File: src/rtl/i2c_addr_flags.sv
module i2c_addr_flags #(
  parameter int ADDR_W = 7
) (
  input  logic              clk,
  input  logic              rst_n,
  input  logic              slave_rx,
  input  logic              master_mode,
  input  logic              xmit_mode,
  input  logic [1:0]        fmt_sel,
  input  logic [ADDR_W-1:0] own_addr,
  input  logic              start_det,
  input  logic              byte_done,
  input  logic [ADDR_W:0]   rx_byte,
  input  logic              flag_rd,
  input  logic              flag_wr,
  input  logic              wr_addressed,
  input  logic              wr_gencall,
  input  logic              data_rd,
  input  logic              data_wr,
  output logic              addressed,
  output logic              gen_call
);

  logic first_pend, arm_a, arm_g;

  wire hit      = byte_done && first_pend && slave_rx && !master_mode;
  wire is_gc    = (rx_byte == '0);
  wire is_own   = (rx_byte[ADDR_W:1] == own_addr);
  wire set_a    = hit && (is_own || is_gc);
  wire set_g    = hit && is_gc && !(&fmt_sel);
  wire auto_clr = (data_wr && xmit_mode) || (data_rd && !xmit_mode);
  wire sw_clr_a = flag_wr && !wr_addressed && arm_a;
  wire sw_clr_g = flag_wr && !wr_gencall && arm_g;
  wire clr_a    = master_mode || (!set_a && (auto_clr || sw_clr_a));
  wire clr_g    = master_mode || (!set_g && (auto_clr || sw_clr_g));

  always_ff @(posedge clk) begin
    if (!rst_n) begin
      first_pend <= 1'b0;
      addressed  <= 1'b0;
      gen_call   <= 1'b0;
      arm_a      <= 1'b0;
      arm_g      <= 1'b0;
    end else begin
      if (start_det)      first_pend <= 1'b1;
      else if (byte_done) first_pend <= 1'b0;

      if (clr_a)      addressed <= 1'b0;
      else if (set_a) addressed <= 1'b1;
      if (clr_g)      gen_call  <= 1'b0;
      else if (set_g) gen_call  <= 1'b1;

      if (clr_a)                      arm_a <= 1'b0;
      else if (flag_rd && addressed)  arm_a <= 1'b1;
      if (clr_g)                      arm_g <= 1'b0;
      else if (flag_rd && gen_call)   arm_g <= 1'b1;
    end
  end

  a_r8_master_holds_clear: assert property (@(posedge clk) disable iff (!rst_n)
    master_mode |=> (!addressed && !gen_call));

  a_r3_gc_with_addr: assert property (@(posedge clk) disable iff (!rst_n)
    $rose(gen_call) |-> addressed);

  a_r4_rise_needs_byte: assert property (@(posedge clk) disable iff (!rst_n)
    $rose(addressed) |-> $past(byte_done && slave_rx));

  a_r5_fall_needs_cause: assert property (@(posedge clk) disable iff (!rst_n)
    $fell(addressed) |-> $past(master_mode || data_rd || data_wr || (flag_wr && arm_a)));

  a_r9_set_wins: assert property (@(posedge clk) disable iff (!rst_n)
    (set_a && !master_mode) |=> addressed);

  a_r7_auto_clear: assert property (@(posedge clk) disable iff (!rst_n)
    (auto_clr && !set_a && !set_g) |=> (!addressed && !gen_call));

endmodule

File: config.mk
export PLATFORM = sky130hd
export DESIGN_NAME = i2c_addr_flags
export DESIGN_NICKNAME = d
export VERILOG_FILES = /design/src/rtl/i2c_addr_flags.sv
export SDC_FILE = /design/constraint.sdc
export NUM_CORES = 1
export LEC_CHECK = 0
export BUFFER_PORTS_ARGS = -buffer_cell sky130_fd_sc_hd__buf_2
export CORE_AREA = 4 4 41 43
export CTS_CLUSTER_DIAMETER = 50
export DETAILED_ROUTE_END_ITERATION = 10
export DIE_AREA = 0 0 45 47
export GPL_TIMING_DRIVEN = 0
export SETUP_SLACK_MARGIN = 0.1
export SLEW_MARGIN = 25
export SYNTH_ARGS = -nofsm -noshare
export SYNTH_HDL_FRONTEND = slang
export SYNTH_SLANG_ARGS = --single-unit
File: constraint.sdc
create_clock -name clk -period 1.5 [get_ports clk]
set_input_delay 0.3 -clock clk [delete_from_list [all_inputs] [get_ports clk]]
set_output_delay 0.3 -clock clk [all_outputs]
set_load 0.03 [all_outputs]
== Word-level counts from Yosys, hierarchy flattened ==
Cells that the tools add are included.
Storage, ports and cells
  bits in writable memories: 0
  memories kept: 0
  memory bits (read-only): 0
  register bits: 5
  logic and storage cells: 43
  latch bits: 0
Operators by class
  shifts and indexed selects: 0
  div/mod/pow operators: 0
  order comparisons: 0
  bitwise operators: 1
  equal/unequal tests: 1
  mux-type cells: 2
  reductions and logical operators: 34
  multipliers: 0
  add/subtract/negate cells: 0
Operator list (count)
  $logic_and 1x1->1: 16
  $logic_not 8->1: 1
  $eq 7x7->1: 1
  $logic_not 1->1: 7
  $logic_or 1x1->1: 6
  $reduce_or 2->1: 2
  $mux 1: 2
  $reduce_and 2->1: 1
  $reduce_bool 2->1: 1
  $not 1->1: 1

== Depth between registers and ports, before layout ==
Gate-level depths: netlist of run 1.
  word-level depth: 9
  depth in mapped cells: 4
  depth with buffers taken out: 4

== Worst setup path after synthesis of run 1 ==
OpenSTA, ideal clock, no wires.
  kind: input port to flip-flop
  start: in rx_byte[1]
  end: reg arm_g
  data required time: 1.421 ns
  slack: 0.001 ns
  arrival: 1.420 ns
  cell stages on the path: 3
  library setup time: 0.079 ns
  path buffers: 0
  cell sequence: or4_4 > a2111o_1 > a211oi_2
Between the ends
  longest elaborated chain between the ends: 7
RTL lines
  from (decl): RTL line 13  | input logic [ADDR_W:0] rx_byte,
  $logic_not 8->1: RTL line 27  | wire is_gc = (rx_byte == '0);
  $logic_and 1x1->1 (2 in series): RTL line 30  | wire set_g = hit && is_gc && !(&fmt_sel);
  $logic_not 1->1: RTL line 35  | wire clr_g = master_mode || (!set_g && (auto_clr || sw_clr_g));
  $logic_and 1x1->1: RTL line 35
  $logic_or 1x1->1: RTL line 35
  $reduce_or 2->1 (no line)
  to (signal assigned): RTL line 43  | arm_g <= 1'b0;
  to (signal assigned): RTL line 55  | if (clr_g) arm_g <= 1'b0;
  to (signal assigned): RTL line 56  | else if (flag_rd && gen_call) arm_g <= 1'b1;
  to (decl): RTL line 24  | logic first_pend, arm_a, arm_g;
No other way between the ends.
A chain may end at the register's enable or synchronous reset.

== Worst setup path after layout of run 1 ==
  start: in rx_byte[4]
  end: reg arm_g
Same word-level chain as after synthesis.

==> impl_metrics.json, run 1 <==
{
  "grt_pass1_vias": 387,
  "clock-sinks": 5,
  "drive_gt1_frac": 0.5479,
  "power.total_w": 0.0003721,
  "tns_ns": 0,
  "wl_met1_um": 331,
  "max_freq_mhz": 723.8,
  "cp.arrival_ns": 1.55,
  "synth-seq-cells": 5,
  "hp-class": "input port to flip-flop",
  "finalSetupViolations": 0,
  "wirelength_um": 940,
  "finalCritPeriodShare": 0.9211,
  "grt_setup_unrepaired": "false",
  "met2_length_um": 483,
  "cp-end-kind": "flip-flop",
  "insertion_delay_ns": 0.24,
  "fin_nets": 104,
  "antenna_found_initial": 0,
  "finClkSkew_ns": 0.006813,
  "hold_start": "start_det",
  "ys_seq_area_frac": 0.2985,
  "dieHeight_um": 47,
  "clk_pin_slew_ns": 0.05,
  "r2r_slack_ns": 0.39,
  "critPathLaunchType": "input port",
  "timing.rr.end": "arm_a$_SDFFE_PP0P_",
  "drc_errors": 0,
  "drv_cap": 0,
  "cts_setup_buffers": 0,
  "drt-wirelength-per-cell_um": 10.68,
  "worstPathMaxFanout": 2,
  "hold_path_end": "first_pend$_SDFFE_PN0P_",
  "yosysUniqueCellTypes": 23,
  "synth_area_per_cell_um2": 8.824,
  "r2r-start": "first_pend$_SDFFE_PN0P_",
  "coreArea_um2": 1301,
  "cts_made_buffers": 3,
  "irDropWorstVdd_v": 0.0005047,
  "gr-total-overflow": 0,
  "whs_path_depth": 2,
  "start_util": 0.2577,
  "diodes": 0,
  "synth_nets": 68,
  "cts_tree": "yes",
  "clockBufferDepth": 2,
  "status": "completed",
  "dieArea_um2": 2115,
  "required_ns": 1.67,
  "place.gp.congestion": 0.6955,
  "final.min_clock_period_ns": 1.382,
  "top_layer": "met3",
  "core.rowCount": 13,
  "design_area_um2": 549.3,
  "io_buffers": 31,
  "clock-root-buffer": "clkbuf_4",
  "grt_pass1_wl_mm": 1.400,
  "finalHoldViolCount": 0,
  "worst-setup-path-type": "input port to flip-flop",
  "ys_warn_count": 0,
  "h-tree-depth": 1,
  "grt.total_usage": 0.09479,
  "ant_nets": 0,
  "avgViaCountPerCell": 4.682,
  "first_iter_violations": 5,
  "place_area_um2": 513.0,
  "vias": 412,
  "worst_pin_slew_ns": 0.2296,
  "dp_hpwl_um": 835.6,
  "powerDensity_nw_per_um2": 677.5,
  "first_pass_iters": 4,
  "grt_start_max_net_pins": 5,
  "max_slew_margin": 0.8455,
  "area_growth_pct": 63.81,
  "slew_viol_final": 0,
  "route.met3.wl_um": 124,
  "synthCells": 38,
  "synthesis.area_um2": 335.3,
  "io_pins": 32,
  "rr_worst_depth": 4,
  "cellLeakagePower_nw": 0.2606,
  "die_width_um": 45
}
[power by group]
group	switching [W]	total, W	internal (W)
Combinational	0.0000313	0.0000788	0.0000475
Sequential	0.000000764	0.000136	0.000135
Clock	0.0000568	0.000158	0.000101
Total	0.0000889	0.000372	0.000283
[placed cells by master (no fill, tap or decap), drive strengths merged]
master / synthesis / layout
buf: 0 / 31
xor2: 6 / 6
dfxtp: 5 / 5
a21oi: 4 / 4
clkbuf: 0 / 4
inv: 3 / 3
or4: 2 / 2
nor3: 2 / 2
a211oi: 2 / 2
nand2b: 1 / 1
mux2: 1 / 1
a31o: 1 / 1
nand4b: 1 / 1
a2111o: 1 / 1
o21ai: 1 / 1
and2b: 1 / 1
nor2b: 1 / 1
o21a: 1 / 1
a31oi: 1 / 1
nor2: 1 / 1
xnor2: 1 / 1
nor4: 1 / 1
nand3: 1 / 1
[routing by layer]
metal | track usage | vias to the layer above
met5 | 0 | -
met4 | 0.01754 | 0
met3 | 0.07280 | 0
met2 | 0.1497 | 21
met1 | 0.1023 | 179
li1 | - | 212
[cell families after synthesis]
kind of cell,Yosys count,synth area share
multiplexers,1,0.03358
AO/OA/AOI/OAI,11,0.2351
XOR/XNOR,7,0.1828
AND/OR/NAND/NOR,11,0.2164
buffers and inverters,3,0.03358
flip-flops,5,0.2985
[worst max-delay path, stage by stage]
cell,delay [ns]
buf_6,0.09
or4_4,0.53
a2111o_1,0.45
a211oi_2,0.18
[sequential cells by signal, summed over array words and instances (netlist names)]
signal,count
arm_a,1
arm_g,1
addressed,1
gen_call,1
first_pend,1
[timing repair]
action | in CTS | in global routing
resized for setup | 0 | 2
endpoints found under the setup margin | 0 | 1
hold buffers | 0 | 0
[cells in the mapped netlist]
library cell,n,area (um^2)
xor2_1,6,52.55
dfxtp_1,5,100.1
a21oi_1,4,20.02
inv_1,3,11.26
nor3_1,2,10.01
a2111o_1,1,11.26
a211oi_1,1,7.510
a211oi_2,1,12.51
a31o_2,1,8.760
a31oi_1,1,6.260
and2b_1,1,7.510
mux2_2,1,11.26
nand2b_1,1,6.260
nand3_1,1,5.000
nand4b_1,1,8.760
nor2_1,1,3.750
nor2b_1,1,6.260
nor4_1,1,6.260
o21a_1,1,7.510
o21ai_0,1,5.000
or4_1,1,7.510
or4_4,1,11.26
xnor2_1,1,8.760
[metrics by stage]
step,hold slack [ns],util,worst slack [ns],cells
2_1_floorplan,0.4175,-,0.03250,38
3_3_place_gp,0.5026,0.3942,-0.1224,84
3_5_place_dp,0.5140,0.3942,-0.1430,84
4_1_cts,0.2592,0.4144,0.1125,88
5_1_grt,0.2739,0.4221,0.1024,88
6_report,0.2704,0.4221,0.1183,88
[area by class of cell]
| cell class | count | area, um^2 |
|---|---|---|
| clock buffers | 4 | 26.28 |
| fillers | 148 | 752.0 |
| inverters | 3 | 11.26 |
| multi-input cells | 30 | 231.5 |
| flip-flops and latches | 5 | 100.1 |
| well taps | 15 | 18.77 |
| repair buffers | 31 | 161.4 |
[worst max path at each step]
stage	from	to	slack [ns]	cells after the start
CTS	rx_byte[0]	gen_call$_SDFFE_PP0P_	0.11	5
finish	rx_byte[4]	arm_g$_SDFFE_PP0P_	0.12	4
global placement	rx_byte[0]	gen_call$_SDFFE_PP0P_	-0.12	5
detailed placement	rx_byte[0]	gen_call$_SDFFE_PP0P_	-0.14	5
global route	rx_byte[4]	gen_call$_SDFFE_PP0P_	0.10	5
floorplan	rx_byte[0]	gen_call$_SDFFE_PP0P_	0.03	4
Power figures use the tool's default switching activity.
==> run 2, diff against run 1 <==
Settings changed: PLACE_DENSITY from default to 0.68.
==> run 2 against run 1 <==
Clock-buffer cell count is the same. Clock skew shrank 0.00086 ns. Hold slack lost 0.0028 ns. Die area is the same. Sequential power is essentially flat. Sequential cell count is the same. Non-clock buffer count is the same. Worst setup slack gained 0.012 ns. Cell count is the same. Largest cell class unchanged.
==> impl_metrics.json, run 2 (synthesis results as in run 1) <==
{
  "dp_slack_ns": -0.1075,
  "layout_commonest_cell": "buf_2",
  "status": "completed",
  "finalNonFillerCells": 88,
  "grt_pass1_vias": 392,
  "area_growth_pct": 60.82,
  "place.gp.congestion": 0.6951,
  "core.rowCount": 13,
  "io_buffers": 31,
  "die_width_um": 45,
  "clockBufferDepth": 2,
  "vias": 393,
  "start_util": 0.2577,
  "worst_pin_slew_ns": 0.2546,
  "cts_setup_buffers": 0,
  "max_freq_mhz": 730.3,
  "clk_pin_slew_ns": 0.05,
  "drt-wirelength-per-cell_um": 9.784,
  "cp.arrival_ns": 1.56,
  "finClkSkew_ns": 0.005955,
  "drv_cap": 0,
  "finalCritPeriodShare": 0.9129,
  "required_ns": 1.69,
  "wirelength_um": 861,
  "finalHoldViolCount": 0,
  "cts_made_buffers": 3,
  "slew_viol_final": 0,
  "hold_slack_ns": 0.2676,
  "grt_setup_unrepaired": "true",
  "io_pins": 32,
  "grt_pass1_wl_mm": 1.311,
  "whs_path_depth": 2,
  "coreArea_um2": 1301,
  "avgViaCountPerCell": 4.466,
  "clock-sinks": 5,
  "cts_hold_buf": 0,
  "dieHeight_um": 47,
  "clock-root-buffer": "clkbuf_4",
  "dp_cells": 84,
  "layout_common_cells": "31 x buf_2, 6 x xor2_1, 5 x dfxtp_1",
  "grt_start_max_net_pins": 5,
  "fin_nets": 104,
  "rr_worst_depth": 4,
  "nFillCells": 148,
  "worstPathMaxFanout": 2,
  "hold_start": "start_det",
  "cts_tree": "yes",
  "cp_cell_sequence": "buf_2, or4_4, a2111o_1, o21ai_1, and2b_1",
  "gr-total-overflow": 0,
  "first_iter_violations": 3,
  "timing.rr.end": "arm_a$_SDFFE_PP0P_",
  "cts_resized": 0,
  "critPathMaxStageDelay_ns": 0.53,
  "critPathLaunchType": "input port",
  "r2r_slack_ns": 0.38,
  "drc_errors": 0,
  "finalSetupViolations": 0,
  "final.min_clock_period_ns": 1.369,
  "drive_gt1_frac": 0.5342,
  "powerDensity_nw_per_um2": 680.7,
  "cp-end-kind": "flip-flop",
  "ant_nets": 0,
  "grt.total_usage": 0.08854,
  "h-tree-depth": 1,
  "diodes": 0,
  "antenna_found_initial": 0,
  "worst-setup-path-type": "input port to flip-flop",
  "r2r-start": "first_pend$_SDFFE_PN0P_",
  "setup_ws_ns": 0.1307,
  "insertion_delay_ns": 0.24,
  "hold_path_end": "first_pend$_SDFFE_PN0P_",
  "irDropWorstVdd_v": 0.0002470,
  "cpMaxStageDelayCell": "or4_4",
  "dieArea_um2": 2115,
  "hp-class": "input port to flip-flop",
  "first_pass_iters": 2,
  "cellLeakagePower_nw": 0.2565,
  "max_slew_margin": 0.8289
}
run 2: cell count changes in the layout (fill, tap and decap cells not counted):
cell / change
o21ai_1: +1
o21ai_2: -1
buf_6: -1
buf_2: +1
run 2: layout make-up:
type	count	area, um^2	area share
Multi-Input combinational cell	30	227.7	0.4223
Tap cell	15	18.77	0.03480
Inverter	3	11.26	0.02088
Clock buffer	4	26.28	0.04872
Sequential cell	5	100.1	0.1856
Timing Repair Buffer	31	155.1	0.2877
run 2: per-stage QoR:
step                  util  area, um^2  setup TNS [ns]  total power, W
global placement    0.3942       513.0         -0.2687       0.0002141
CTS                 0.4144       539.3               0       0.0003731
global route        0.4144       539.3               0       0.0003874
detailed placement  0.3942       513.0         -0.2999       0.0002155
finish              0.4144       539.3               0       0.0003671
floorplan                -       339.1               0       0.0001684
run 2: how the worst max path moves through the flow:
| stage | start | to | slack (ns) | depth (start not counted) |
|---|---|---|---|---|
| after floorplan | rx_byte[0] | gen_call$_SDFFE_PP0P_ | 0.03 | 4 |
| after detailed placement | rx_byte[0] | gen_call$_SDFFE_PP0P_ | -0.11 | 5 |
| after CTS | rx_byte[0] | gen_call$_SDFFE_PP0P_ | 0.13 | 5 |
| final | rx_byte[0] | gen_call$_SDFFE_PP0P_ | 0.13 | 5 |
| after global placement | rx_byte[0] | gen_call$_SDFFE_PP0P_ | -0.11 | 5 |
| after global routing | rx_byte[0] | arm_g$_SDFFE_PP0P_ | 0.09 | 4 |
run 2: where the power goes:
part	internal [W]	leakage [nW]	switching (W)	total [W]
Sequential	0.000135	0.0406	0.000000660	0.000136
Combinational	0.0000459	0.201	0.0000309	0.0000768
Clock	0.000100	0.0150	0.0000541	0.000155
Total	0.000281	0.256	0.0000856	0.000367
run 2: layer usage:
metal  vias to the layer above  share of wire  GRT usage
met5                         -              0          0
met4                         0          0.012    0.07018
met3                         2           0.18    0.03831
met2                        26           0.41     0.1469
met1                       155           0.40    0.08656
li1                        210              -          -
run 2: critical path: cells and delay by family:
| family | cells | cell delay (ns) |
|---|---|---|
| compound gates | 2 | 0.51 |
| buf+inv | 1 | 0.10 |
| simple gates | 2 | 0.65 |
==> run 3, diff against run 2 <==
==> constraint.sdc (replaced) <==
create_clock -name clk -period 1.5 [get_ports clk]
set_input_delay 0 -clock clk [delete_from_list [all_inputs] [get_ports clk]]
set_output_delay 0 -clock clk [all_outputs]
set_load 0.03 [all_outputs]
==> run 3 against run 2 <==
Non-clock buffer count up 2. Sequential power is essentially flat. Final area up 3.0%. Sequential cell count is the same. Clock power rose by 3%. Sequential share of layout area is 0.54 points lower. Global-route usage up 1.3 points. Die area stayed put. First-iteration DRC count is the same. Wire length rose by 14%. Largest cell class unchanged. Highest routed layer unchanged.
==> impl_metrics.json, run 3 (synthesis results as in run 1) <==
{
  "area_growth_pct": 65.67,
  "slew_viol_final": 0,
  "irDropWorstVdd_v": 0.0004894,
  "diodes": 0,
  "drt-wirelength-per-cell_um": 10.89,
  "io_buffers": 31,
  "avgViaCountPerCell": 4.400,
  "grt_pass1_vias": 374,
  "drv_cap": 0,
  "hold_slack_ns": 0.09372,
  "place.gp.congestion": 0.6356,
  "max_freq_mhz": 800.0,
  "postLayoutCoreUtil": 0.4269,
  "cts_made_buffers": 3,
  "gr-total-overflow": 0,
  "coreArea_um2": 1301,
  "worst_pin_slew_ns": 0.2256,
  "finClkSkew_ns": 0.004795,
  "required_ns": 1.62,
  "finalHoldViolCount": 0,
  "grt_setup_unrepaired": "false",
  "critPathLaunchType": "input port",
  "cts_tree": "yes",
  "worstPathMaxFanout": 1,
  "vias": 396,
  "powerDensity_nw_per_um2": 675.2,
  "place_area_um2": 509.2,
  "finalCritPeriodShare": 0.8334,
  "first_iter_violations": 3,
  "insertion_delay_ns": 0.24,
  "dp_hpwl_um": 835.3,
  "hp-class": "input port to flip-flop",
  "finalSetupViolations": 0,
  "ant_nets": 0,
  "core.rowCount": 13,
  "die_width_um": 45,
  "dieArea_um2": 2115,
  "cts_resized": 0,
  "cts_setup_buffers": 0,
  "layout_common_cells": "31 x buf_2, 6 x xor2_1, 5 x dfxtp_1",
  "max_slew_margin": 0.8484,
  "status": "completed",
  "cellLeakagePower_nw": 0.2646,
  "clockBufferDepth": 2,
  "clk_pin_slew_ns": 0.05,
  "drc_errors": 0,
  "grt_start_max_net_pins": 5,
  "grt_pass1_wl_mm": 1.476,
  "clock-root-buffer": "clkbuf_4",
  "design_area_um2": 555.5,
  "antenna_found_initial": 0,
  "h-tree-depth": 1,
  "layout_commonest_cell": "buf_2",
  "io_pins": 32,
  "start_util": 0.2577,
  "cp.arrival_ns": 1.37,
  "worst-setup-path-type": "input port to flip-flop",
  "dieHeight_um": 47,
  "cp-end-kind": "flip-flop",
  "finalNonFillerCells": 90,
  "clock-sinks": 5,
  "final.min_clock_period_ns": 1.250,
  "wirelength_um": 980,
  "drive_gt1_frac": 0.5067,
  "grt.total_usage": 0.1013,
  "fin_nets": 106,
  "dp_cells": 84,
  "first_pass_iters": 2,
  "tns_ns": 0
}
## run 3: layout make-up
class	instances	area, um^2
well taps	15	18.77
flip-flops and latches	5	100.1
inverters	3	11.26
multi-input cells	30	224.0
repair buffers	33	175.2
clock buffers	4	26.28
fillers	137	745.7
## run 3: worst paths after layout
path / start / endpoint / slack (ns) / cells past startpoint
max: start_det / first_pend$_SDFFE_PN0P_ / 0.25 / 4
min: fmt_sel[0] / arm_g$_SDFFE_PP0P_ / 0.09 / 3
max reg2reg: first_pend$_SDFFE_PN0P_ / first_pend$_SDFFE_PN0P_ / 0.25 / 3
min reg2reg: arm_a$_SDFFE_PP0P_ / arm_a$_SDFFE_PP0P_ / 0.52 / 2
## run 3: routing by layer
layer	share of wire	track usage	wire, um
met5	0	0	0
met4	0.0092	0.03509	9
met3	0.11	0.06897	103
met2	0.51	0.1525	495
met1	0.38	0.1142	373
## run 3: repair_timing
item / 4_1_cts / 5_1_grt
endpoints found under the hold margin: 1 / 0
hold buffers: 2 / 0
setup endpoints to repair: 0 / 0
## run 3: power by group
part | internal [W] | total (W) | switching (W) | leakage (nW)
registers | 0.000135 | 0.000136 | 0.000000778 | 0.0406
logic | 0.0000492 | 0.0000807 | 0.0000316 | 0.209
clock network | 0.000101 | 0.000159 | 0.0000578 | 0.0150
total | 0.000285 | 0.000375 | 0.0000901 | 0.265
## run 3: critical path: stages
cell	delay, ns
dlygate4sd3_1	0.53
buf_2	0.12
o21a_1	0.17
dlygate4sd3_1	0.55
## run 3: metrics by stage
stage	total power (W)	setup slack, ns
global placement	0.0002136	0.1445
CTS	0.0003839	0.2522
detailed placement	0.0002147	0.1291
global route	0.0004087	0.2218
finish	0.0003751	0.2500
floorplan	0.0001678	0.3011
